--- src/rtl/xmul_pkg.sv ---
package xmul_pkg;
  parameter int unsigned HALF_W = 16;
  parameter int unsigned ACC_W  = 40;

  typedef enum logic [1:0] {
    SM_SS = 2'd0,  // signed x signed
    SM_UU = 2'd1,  // unsigned x unsigned
    SM_US = 2'd2   // unsigned opa x signed opb
  } sign_mode_e;

  typedef enum logic [1:0] {
    OP_MUL = 2'b00,
    OP_ACC = 2'b01,
    OP_MVZ = 2'b10,
    OP_MOV = 2'b11
  } op_e;

  typedef struct packed {
    logic legal;
    op_e  op;
    logic acc_sel;
    logic ax0_hi;
    logic ax1_hi;
  } dec_t;
endpackage

--- src/rtl/xmul_decode.sv ---
module xmul_decode
  import xmul_pkg::*;
#(
  parameter int unsigned HW = HALF_W
) (
  input  logic [15:0]     instr_i,
  input  logic [2*HW-1:0] ax0_i,
  input  logic [2*HW-1:0] ax1_i,
  input  logic            unsigned_en_i,
  output dec_t            dec_o,
  output logic [HW-1:0]   opa_o,
  output logic [HW-1:0]   opb_o,
  output sign_mode_e      mode_o
);
  logic [HW-1:0] v0, v1;

  always_comb begin
    dec_o.legal   = (instr_i[15:13] == 3'b101);
    dec_o.ax0_hi  = instr_i[12];
    dec_o.ax1_hi  = instr_i[11];
    dec_o.op      = op_e'(instr_i[10:9]);
    dec_o.acc_sel = instr_i[8];
  end

  assign v0 = instr_i[12] ? ax0_i[2*HW-1:HW] : ax0_i[HW-1:0];
  assign v1 = instr_i[11] ? ax1_i[2*HW-1:HW] : ax1_i[HW-1:0];

  // opa holds the low-half value when exactly one high half is picked
  always_comb begin
    opa_o  = v0;
    opb_o  = v1;
    mode_o = SM_SS;
    if (unsigned_en_i) begin
      unique case ({instr_i[12], instr_i[11]})
        2'b00: mode_o = SM_UU;
        2'b11: mode_o = (v0[HW-1] ^ v1[HW-1]) ? SM_SS : SM_UU;
        default: begin
          opa_o = instr_i[12] ? v1 : v0;
          opb_o = instr_i[12] ? v0 : v1;
          if (opa_o[HW-1] && opb_o[HW-1])       mode_o = SM_US;
          else if (opa_o[HW-1])                 mode_o = SM_UU;
          else                                  mode_o = SM_SS;
        end
      endcase
    end
  end

  always_comb begin
    if (!unsigned_en_i) p_signed_only_r4 : assert (mode_o == SM_SS);
  end
endmodule

--- src/rtl/xmul_core.sv ---
module xmul_core
  import xmul_pkg::*;
#(
  parameter int unsigned HW = HALF_W,
  parameter int unsigned AW = ACC_W
) (
  input  logic [HW-1:0] opa_i,
  input  logic [HW-1:0] opb_i,
  input  sign_mode_e    mode_i,
  input  logic          no_dbl_i,
  output logic [AW-1:0] prod_o
);
  localparam int unsigned EW = HW + 1;
  localparam int unsigned PW = 2 * EW;

  logic              sa, sb;
  logic signed [EW-1:0] ea, eb;
  logic signed [PW-1:0] raw;
  logic signed [AW-1:0] ext;

  assign sa  = (mode_i == SM_SS);
  assign sb  = (mode_i == SM_SS) || (mode_i == SM_US);
  assign ea  = $signed({sa & opa_i[HW-1], opa_i});
  assign eb  = $signed({sb & opb_i[HW-1], opb_i});
  assign raw = ea * eb;
  assign ext = AW'(raw);

  generate
    if (AW > PW) begin : g_wide
      assign prod_o = no_dbl_i ? ext : {ext[AW-2:0], 1'b0};
    end else begin : g_narrow
      assign prod_o = no_dbl_i ? raw[AW-1:0] : {raw[AW-2:0], 1'b0};
    end
  endgenerate
endmodule

--- src/rtl/xmul_round.sv ---
module xmul_round
  import xmul_pkg::*;
#(
  parameter int unsigned AW = ACC_W,
  parameter int unsigned HW = HALF_W
) (
  input  logic [AW-1:0] val_i,
  output logic [AW-1:0] rnd_o
);
  localparam logic [AW-1:0] UNIT = AW'(1) << HW;

  assign rnd_o = {val_i[AW-1:HW], {HW{1'b0}}} + (val_i[HW-1] ? UNIT : '0);
endmodule

--- src/rtl/xmul_unit.sv ---
module xmul_unit
  import xmul_pkg::*;
#(
  parameter int unsigned HW = HALF_W,
  parameter int unsigned AW = ACC_W
) (
  input  logic            clk_i,
  input  logic            rst_ni,
  input  logic            valid_i,
  input  logic [15:0]     instr_i,
  input  logic [2*HW-1:0] ax0_i,
  input  logic [2*HW-1:0] ax1_i,
  input  logic            mul_unsigned_i,
  input  logic            mul_nodbl_i,
  output logic            valid_o,
  output logic [AW-1:0]   prod_o,
  output logic [AW-1:0]   acc0_o,
  output logic [AW-1:0]   acc1_o
);
  localparam int unsigned NACC = 2;

  dec_t          dec;
  logic [HW-1:0] opa, opb;
  sign_mode_e    mode;
  logic [AW-1:0] prod_new, prod_rnd;
  logic [AW-1:0] prod_q;
  logic [AW-1:0] acc_q [NACC];
  logic          valid_q;
  logic          fire;

  xmul_decode #(.HW(HW)) u_dec (
    .instr_i      (instr_i),
    .ax0_i        (ax0_i),
    .ax1_i        (ax1_i),
    .unsigned_en_i(mul_unsigned_i),
    .dec_o        (dec),
    .opa_o        (opa),
    .opb_o        (opb),
    .mode_o       (mode)
  );

  xmul_core #(.HW(HW), .AW(AW)) u_core (
    .opa_i   (opa),
    .opb_i   (opb),
    .mode_i  (mode),
    .no_dbl_i(mul_nodbl_i),
    .prod_o  (prod_new)
  );

  xmul_round #(.AW(AW), .HW(HW)) u_rnd (
    .val_i(prod_q),
    .rnd_o(prod_rnd)
  );

  assign fire = valid_i & dec.legal;

  always_ff @(posedge clk_i or negedge rst_ni) begin
    if (!rst_ni) begin
      prod_q  <= '0;
      valid_q <= 1'b0;
    end else begin
      valid_q <= fire;
      if (fire) prod_q <= prod_new;
    end
  end

  // accumulators consume prod_q before it is overwritten
  for (genvar g = 0; g < NACC; g++) begin : g_acc
    always_ff @(posedge clk_i or negedge rst_ni) begin
      if (!rst_ni) begin
        acc_q[g] <= '0;
      end else if (fire && (dec.acc_sel == 1'(g))) begin
        unique case (dec.op)
          OP_ACC:  acc_q[g] <= acc_q[g] + prod_q;
          OP_MOV:  acc_q[g] <= prod_q;
          OP_MVZ:  acc_q[g] <= prod_rnd;
          default: acc_q[g] <= acc_q[g];
        endcase
      end
    end
  end

  assign valid_o = valid_q;
  assign prod_o  = prod_q;
  assign acc0_o  = acc_q[0];
  assign acc1_o  = acc_q[1];

  p_valid_follows_r12 : assert property (@(posedge clk_i) disable iff (!rst_ni)
    valid_o |-> $past(valid_i));
  p_idle_hold_r12 : assert property (@(posedge clk_i) disable iff (!rst_ni)
    !valid_i |=> ($stable(prod_o) && $stable(acc0_o) && $stable(acc1_o)));
  p_illegal_ignored_r1 : assert property (@(posedge clk_i) disable iff (!rst_ni)
    (valid_i && instr_i[15:13] != 3'b101) |=> (!valid_o && $stable(prod_o)
      && $stable(acc0_o) && $stable(acc1_o)));
  p_mulx_keeps_acc_r8 : assert property (@(posedge clk_i) disable iff (!rst_ni)
    (fire && dec.op == OP_MUL) |=> ($stable(acc0_o) && $stable(acc1_o)));
  p_move_copy_r10 : assert property (@(posedge clk_i) disable iff (!rst_ni)
    (fire && dec.op == OP_MOV && !dec.acc_sel) |=> (acc0_o == $past(prod_o)));
  p_round_low_clear_r11 : assert property (@(posedge clk_i) disable iff (!rst_ni)
    (fire && dec.op == OP_MVZ && dec.acc_sel) |=> (acc1_o[HW-1:0] == '0));
  p_double_even_r3 : assert property (@(posedge clk_i) disable iff (!rst_ni)
    (fire && !mul_nodbl_i) |=> (prod_o[0] == 1'b0));
endmodule

--- config.mk ---
export PLATFORM = sky130hd
export DESIGN_NAME = xmul_unit
export DESIGN_NICKNAME = d
export VERILOG_FILES = /design/src/rtl/xmul_pkg.sv /design/src/rtl/xmul_decode.sv /design/src/rtl/xmul_core.sv /design/src/rtl/xmul_round.sv /design/src/rtl/xmul_unit.sv
export SDC_FILE = /design/constraint.sdc
export NUM_CORES = 1
export LEC_CHECK = 0
export ABC_CLOCK_PERIOD_IN_PS = 3100
export BUFFER_PORTS_ARGS = -buffer_cell sky130_fd_sc_hd__buf_4
export CAP_MARGIN = 20
export CORE_MARGIN = 1.5
export CORE_UTILIZATION = 57
export DETAILED_ROUTE_END_ITERATION = 7
export HOLD_SLACK_MARGIN = 0.06
export MAX_ROUTING_LAYER = met4
export PLACE_DENSITY = 0.81
export SYNTH_ARGS = -nofsm -noshare
export SYNTH_HDL_FRONTEND = slang
export SYNTH_HIERARCHICAL = 1
export SYNTH_SLANG_ARGS = --single-unit
--- constraint.sdc ---
create_clock -name clk_i -period 3.1 [get_ports clk_i]
set_input_delay 0.465 -clock clk_i [delete_from_list [all_inputs] [get_ports clk_i]]
set_output_delay 0.465 -clock clk_i [all_outputs]
set_load 0.005 [all_outputs]
==> results of run 1 <==
[worst min-delay path by stage]
stage                from    endpoint  slack [ns]  cells after the start
3_3_place_gp   acc0_o[35]  acc0_o[35]        0.51                      2
3_5_place_dp   acc0_o[36]  acc0_o[36]        0.52                      2
2_1_floorplan      rst_ni   acc0_o[0]        0.17                      0
5_1_grt            rst_ni   acc0_o[1]        0.13                      1
6_report           rst_ni   acc0_o[1]        0.08                      1
4_1_cts            rst_ni   acc0_o[0]        0.11                      1
[registers in the layout (all words and copies together), names as in the netlist]
| name | count |
|---|---|
| prod_o | 40 |
| acc0_o | 40 |
| acc1_o | 40 |
| valid_o | 1 |
[layout make-up]
class                      instances  area [µm²]
multi-input combinational       1972       19800
fill                            2257        7640
timing repair buffer             684        5650
sequential                       121        3050
inverter                         368        1390
tap                              518         648
clock buffer                      21         470
clock inverter                    11         193
[what timing repair did]
| action | in CTS | in global routing |
|---|---|---|
| setup buffers | 30 | 64 |
| endpoints found under the setup margin | 68 | 70 |
| gates resized for setup | 150 | 315 |
| pin swaps | 64 | 186 |
| gates cloned | 6 | 1 |
| hold endpoints to repair | 0 | 0 |
[metal layers]
layer  track usage  wire length (µm)  vias to the layer above
li1              -                 -                     9605
met1         0.448             29700                    11000
met2         0.621             40500                     1492
met3        0.0445              6660                      513
met4         0.172              5590                        0
met5             -                 0                        -
[stage by stage]
stage / utilization / TNS, ns / std cells
after CTS: 0.754 / -128.20 / 3640
after global routing: 0.803 / -150.52 / 3695
after detailed placement: 0.713 / -158.41 / 3573
after global placement: 0.713 / -153.14 / 3573
final: 0.803 / -144.73 / 3695
after floorplan: - / -139.20 / 2592
[placed cells by master (no fill, tap or decap), types with 40 or more instances in the layout]
| cell | n |
|---|---|
| mux2_2 | 69 |
| buf_6 | 53 |
| fa_1 | 272 |
| dfrtp_1 | 105 |
| nor2_1 | 104 |
| buf_4 | 606 |
| o21a_1 | 40 |
| a21o_1 | 49 |
| ha_1 | 99 |
| inv_1 | 327 |
| and2_1 | 123 |
| a21oi_1 | 112 |
| o21ai_0 | 74 |
| xnor2_1 | 71 |
| nand2_1 | 277 |
| ha_4 | 62 |
==> qor.csv, run 1 <==
metric,value,unit
largest net degree at the start of global routing,71,
final worst path period share,2.44,
area of placed instances,27700,µm²
Area Overhead vs Synth,38.4,%
Die Ht,202,µm
number of global-route vias before repair,22700,
max frequency,132,MHz
CTS clock-pin slew for the worst setup and hold paths,0.06,ns
FF-to-FF path depth,17,
routability cong.,0.964,
R2R Setup Slk,-0.37,ns
Worst-Margin Slew,1.19,ns
# port buffers,197,
Diodes inserted,0,
max incr delay on CP,0.60,ns
grt total ovfl,0,
Slew Limit Headroom,0.205,
Worst Path Required,3.43,ns
DR WL/cell,22.3,µm
worst r2r dst,acc1_o[34],
status,"complete, but fails checks",
fraction of layout cells with a size suffix above 1,0.381,
failing checks,setup timing,
Pins Over Slew Limit,0,
Worst EP arrival,7.89,ns
first-pass GRT wire length,116000,µm
critical path's most frequent cell,fa_1,
DR vias,22700,
drt pass-1 iters,8,
Mean Syn Cell Area,8.74,µm²
DR vias/cell,6.13,
Final Hold Fails,0,
Clock Path Buffers,2,
CTS Sinks,121,
antenna violations before repair,0,
cell area after synthesis,22500,µm²
max cap viols,0,
crit path kind,primary input to flip-flop,
hpwl dp,54800,µm
total routed wirelength,82500,µm
Hold WS,0.0762,ns
crit path max fanout,7,
critical path depth,32,
fin worst setup slack,-4.46,ns
post-route cell area,31200,µm²
remaining routing DRC violations,0,
CTS Buf Count,17,
Initial Util,0.580,
worst r2r src,prod_o[0],
CP Launch Type,primary input,
RSZ-0062 raised after global routing,yes,
final setup violation count,59,
CORE AREA,38800,µm²
crit path from,instr_i[11],
cts hold-fix bufs,0,
Rows,72,
skew final,0.0113,ns
die area,40700,µm²
Root Driver,clkbuf_16,
Tmin final,7.56,ns
Die Span X,202,µm
YS warnings,6,
Hold WC Path Type,primary input to asynchronous set/reset pin,
dpl ws,-4.81,ns
CP bufs+invs,9,
CTS H-tree lvls,4,
num ports,206,
Slowest cell on crit path,fa_1,
NumNets Final,3715,
TritonCTS clock tree,done,
CP Capture Type,flip-flop,
critical path capture point,prod_o[33],
worst skew pair latency,0.45,ns
"CP delay by family, top",adder cells,
GRT Overall Usage,0.371,
cell count after synthesis,2577,
Antenna Nets Post-Route,0,
Starting DRT DRC Count,2220,
Power of run 1 is left out: the tool's default activity adds up to more than one toggle a clock period on the data nets, which glitch-free logic cannot reach.
==> inputs of run 2 (changes only) <==
- RECOVER_POWER: unset -> 100
==> qor.csv, run 2 (same netlist as run 1, synthesis figures left out) <==
metric,value,unit,change
status,"complete, but fails checks",,unchanged
failing checks,"DRC, capacitance limit, slew limit, setup timing",,was setup timing
CTS Buf Count,17,,unchanged
CTS Sinks,121,,unchanged
Die Ht,202,µm,unchanged
routability cong.,0.964,,unchanged
Starting DRT DRC Count,2211,,was 2220
fin worst setup slack,-4.42,ns,was -4.46 ns
DRT met1 WL,29700,µm,about the same
number of global-route vias before repair,22700,,unchanged
most frequent cells in the layout,"601 x buf_4, 327 x inv_1, 277 x nand2_1",,"was 606 x buf_4, 327 x inv_1, 277 x nand2_1"
metal2 WL,40100,µm,was 40500 µm
num ports,206,,unchanged
first-pass GRT wire length,116000,µm,unchanged
Worst-Margin Slew,1.56,ns,was 1.19 ns
CTS H-tree lvls,4,,unchanged
Rows,72,,unchanged
max incr delay on CP,0.59,ns,was 0.60 ns
Tmin final,7.52,ns,was 7.56 ns
"commonest non-fill, non-tap cell in the layout",buf_4,,unchanged
Top Metal Used,met4,,unchanged
antenna violations before repair,0,,unchanged
crit path kind,primary input to flip-flop,,unchanged
die area,40700,µm²,unchanged
drt pass-1 iters,8,,unchanged
largest net degree at the start of global routing,71,,unchanged
crit path max fanout,7,,unchanged
final worst path period share,2.43,,was 2.44
max cap viols,1,,was 0
DR vias,22600,,was 22700
skew final,0.0136,ns,was 0.0113 ns
CP Capture Type,flip-flop,,unchanged
CTS clock-pin slew for the worst setup and hold paths,0.06,ns,about the same
total routed wirelength,82200,µm,was 82500 µm
critical path's most frequent cell,fa_1,,unchanged
RSZ-0062 raised after global routing,yes,,unchanged
post-route cell area,31200,µm²,about the same
max frequency,133,MHz,was 132 MHz
Pins Over Slew Limit,53,,was 0
number of fill cells,2265,,was 2257
fraction of layout cells with a size suffix above 1,0.380,,was 0.381
NumNets Final,3715,,unchanged
TritonCTS clock tree,done,,unchanged
Worst EP arrival,7.84,ns,was 7.89 ns
remaining routing DRC violations,1,,was 0
hpwl dp,54800,µm,unchanged
Die Span X,202,µm,unchanged
GRT Overall Usage,0.371,,unchanged
Hold WC Path Type,primary input to flip-flop,,was primary input to asynchronous set/reset pin
DR WL/cell,22.3,µm,about the same
dpl cells,3573,,unchanged
CORE AREA,38800,µm²,unchanged
grt total ovfl,0,,unchanged
# port buffers,197,,unchanged
worst skew pair latency,0.45,ns,about the same
Final Hold Fails,0,,unchanged
CP Launch Type,primary input,,unchanged
DR WL met3,6620,µm,was 6660 µm
Worst Path Required,3.43,ns,about the same
Initial Util,0.580,,unchanged
Area Overhead vs Synth,38.4,%,about the same
Antenna Nets Post-Route,0,,unchanged
final setup violation count,58,,was 59
Finished Layout Cells,3695,,unchanged
Clock Path Buffers,2,,unchanged
Slowest cell on crit path,fa_1,,unchanged
Slew Limit Headroom,-0.0424,,was 0.205
DR vias/cell,6.11,,was 6.13
Diodes inserted,0,,unchanged
area of placed instances,27700,µm²,unchanged
Root Driver,clkbuf_16,,unchanged
-- run 2: changes by cell type in the layout (fill, tap and decap cells not counted) --
| cell | delta |
|---|---|
| clkbuf_2 | +2 |
| buf_4 | -5 |
| clkbuf_1 | +3 |
-- run 2: cell type report --
cell class,count,area [µm²],area share
inverters,368,1390,0.0446
flip-flops and latches,121,3050,0.0978
clock buffers,21,470,0.0151
clock inverters,11,193,0.00618
repair buffers,684,5630,0.181
multi-input cells,1972,19800,0.635
well taps,518,648,0.0208
-- run 2: per-stage QoR --
stage               setup WS (ns)  setup TNS (ns)  utilization  hold slack (ns)
global placement            -4.66         -153.14        0.713            0.506
finish                      -4.42         -143.81        0.803            0.355
global route                -4.56         -150.52        0.803            0.368
floorplan                   -4.67         -139.20            -            0.169
detailed placement          -4.81         -158.41        0.713            0.520
CTS                         -4.15         -128.20        0.754            0.114
-- run 2: per-layer routing --
metal / up-vias / track usage
met5: - / -
met4: 0 / 0.172
met3: 525 / 0.0445
met2: 1450 / 0.621
met1: 11000 / 0.448
li1: 9605 / -
-- run 2: repair_timing --
action                                  4_1_cts  5_1_grt
hold buffers                                  0        0
resized for setup                           150      315
setup buffers                                30       64
pin swaps                                    64      186
endpoints found under the setup margin       68       70
gates cloned                                  6        1
-- run 2: final timing paths --
check	slack (ns)	to	depth (start not counted)	startpoint
worst max-delay path	-4.42	prod_o[33]	32	instr_i[11]
min in group asynchronous	0.39	acc0_o[1]	1	rst_ni
worst max register to register	-0.37	acc1_o[34]	17	prod_o[0]
worst min register to register	0.53	acc0_o[35]	2	acc0_o[35]
worst min-delay path	0.35	acc0_o[33]	4	instr_i[8]
max in group asynchronous	0.69	prod_o[9]	2	rst_ni
-- run 2: critical path, delay by kind of cell --
kind | cells | cell delay [ns]
multiplexers | 1 | 0.27
AND/OR/NAND/NOR | 7 | 1.18
AO/OA/AOI/OAI | 7 | 1.27
adder cells (fa/ha/maj) | 8 | 3.84
buffers and inverters | 9 | 0.78
Power of run 2 is left out for the same reason.
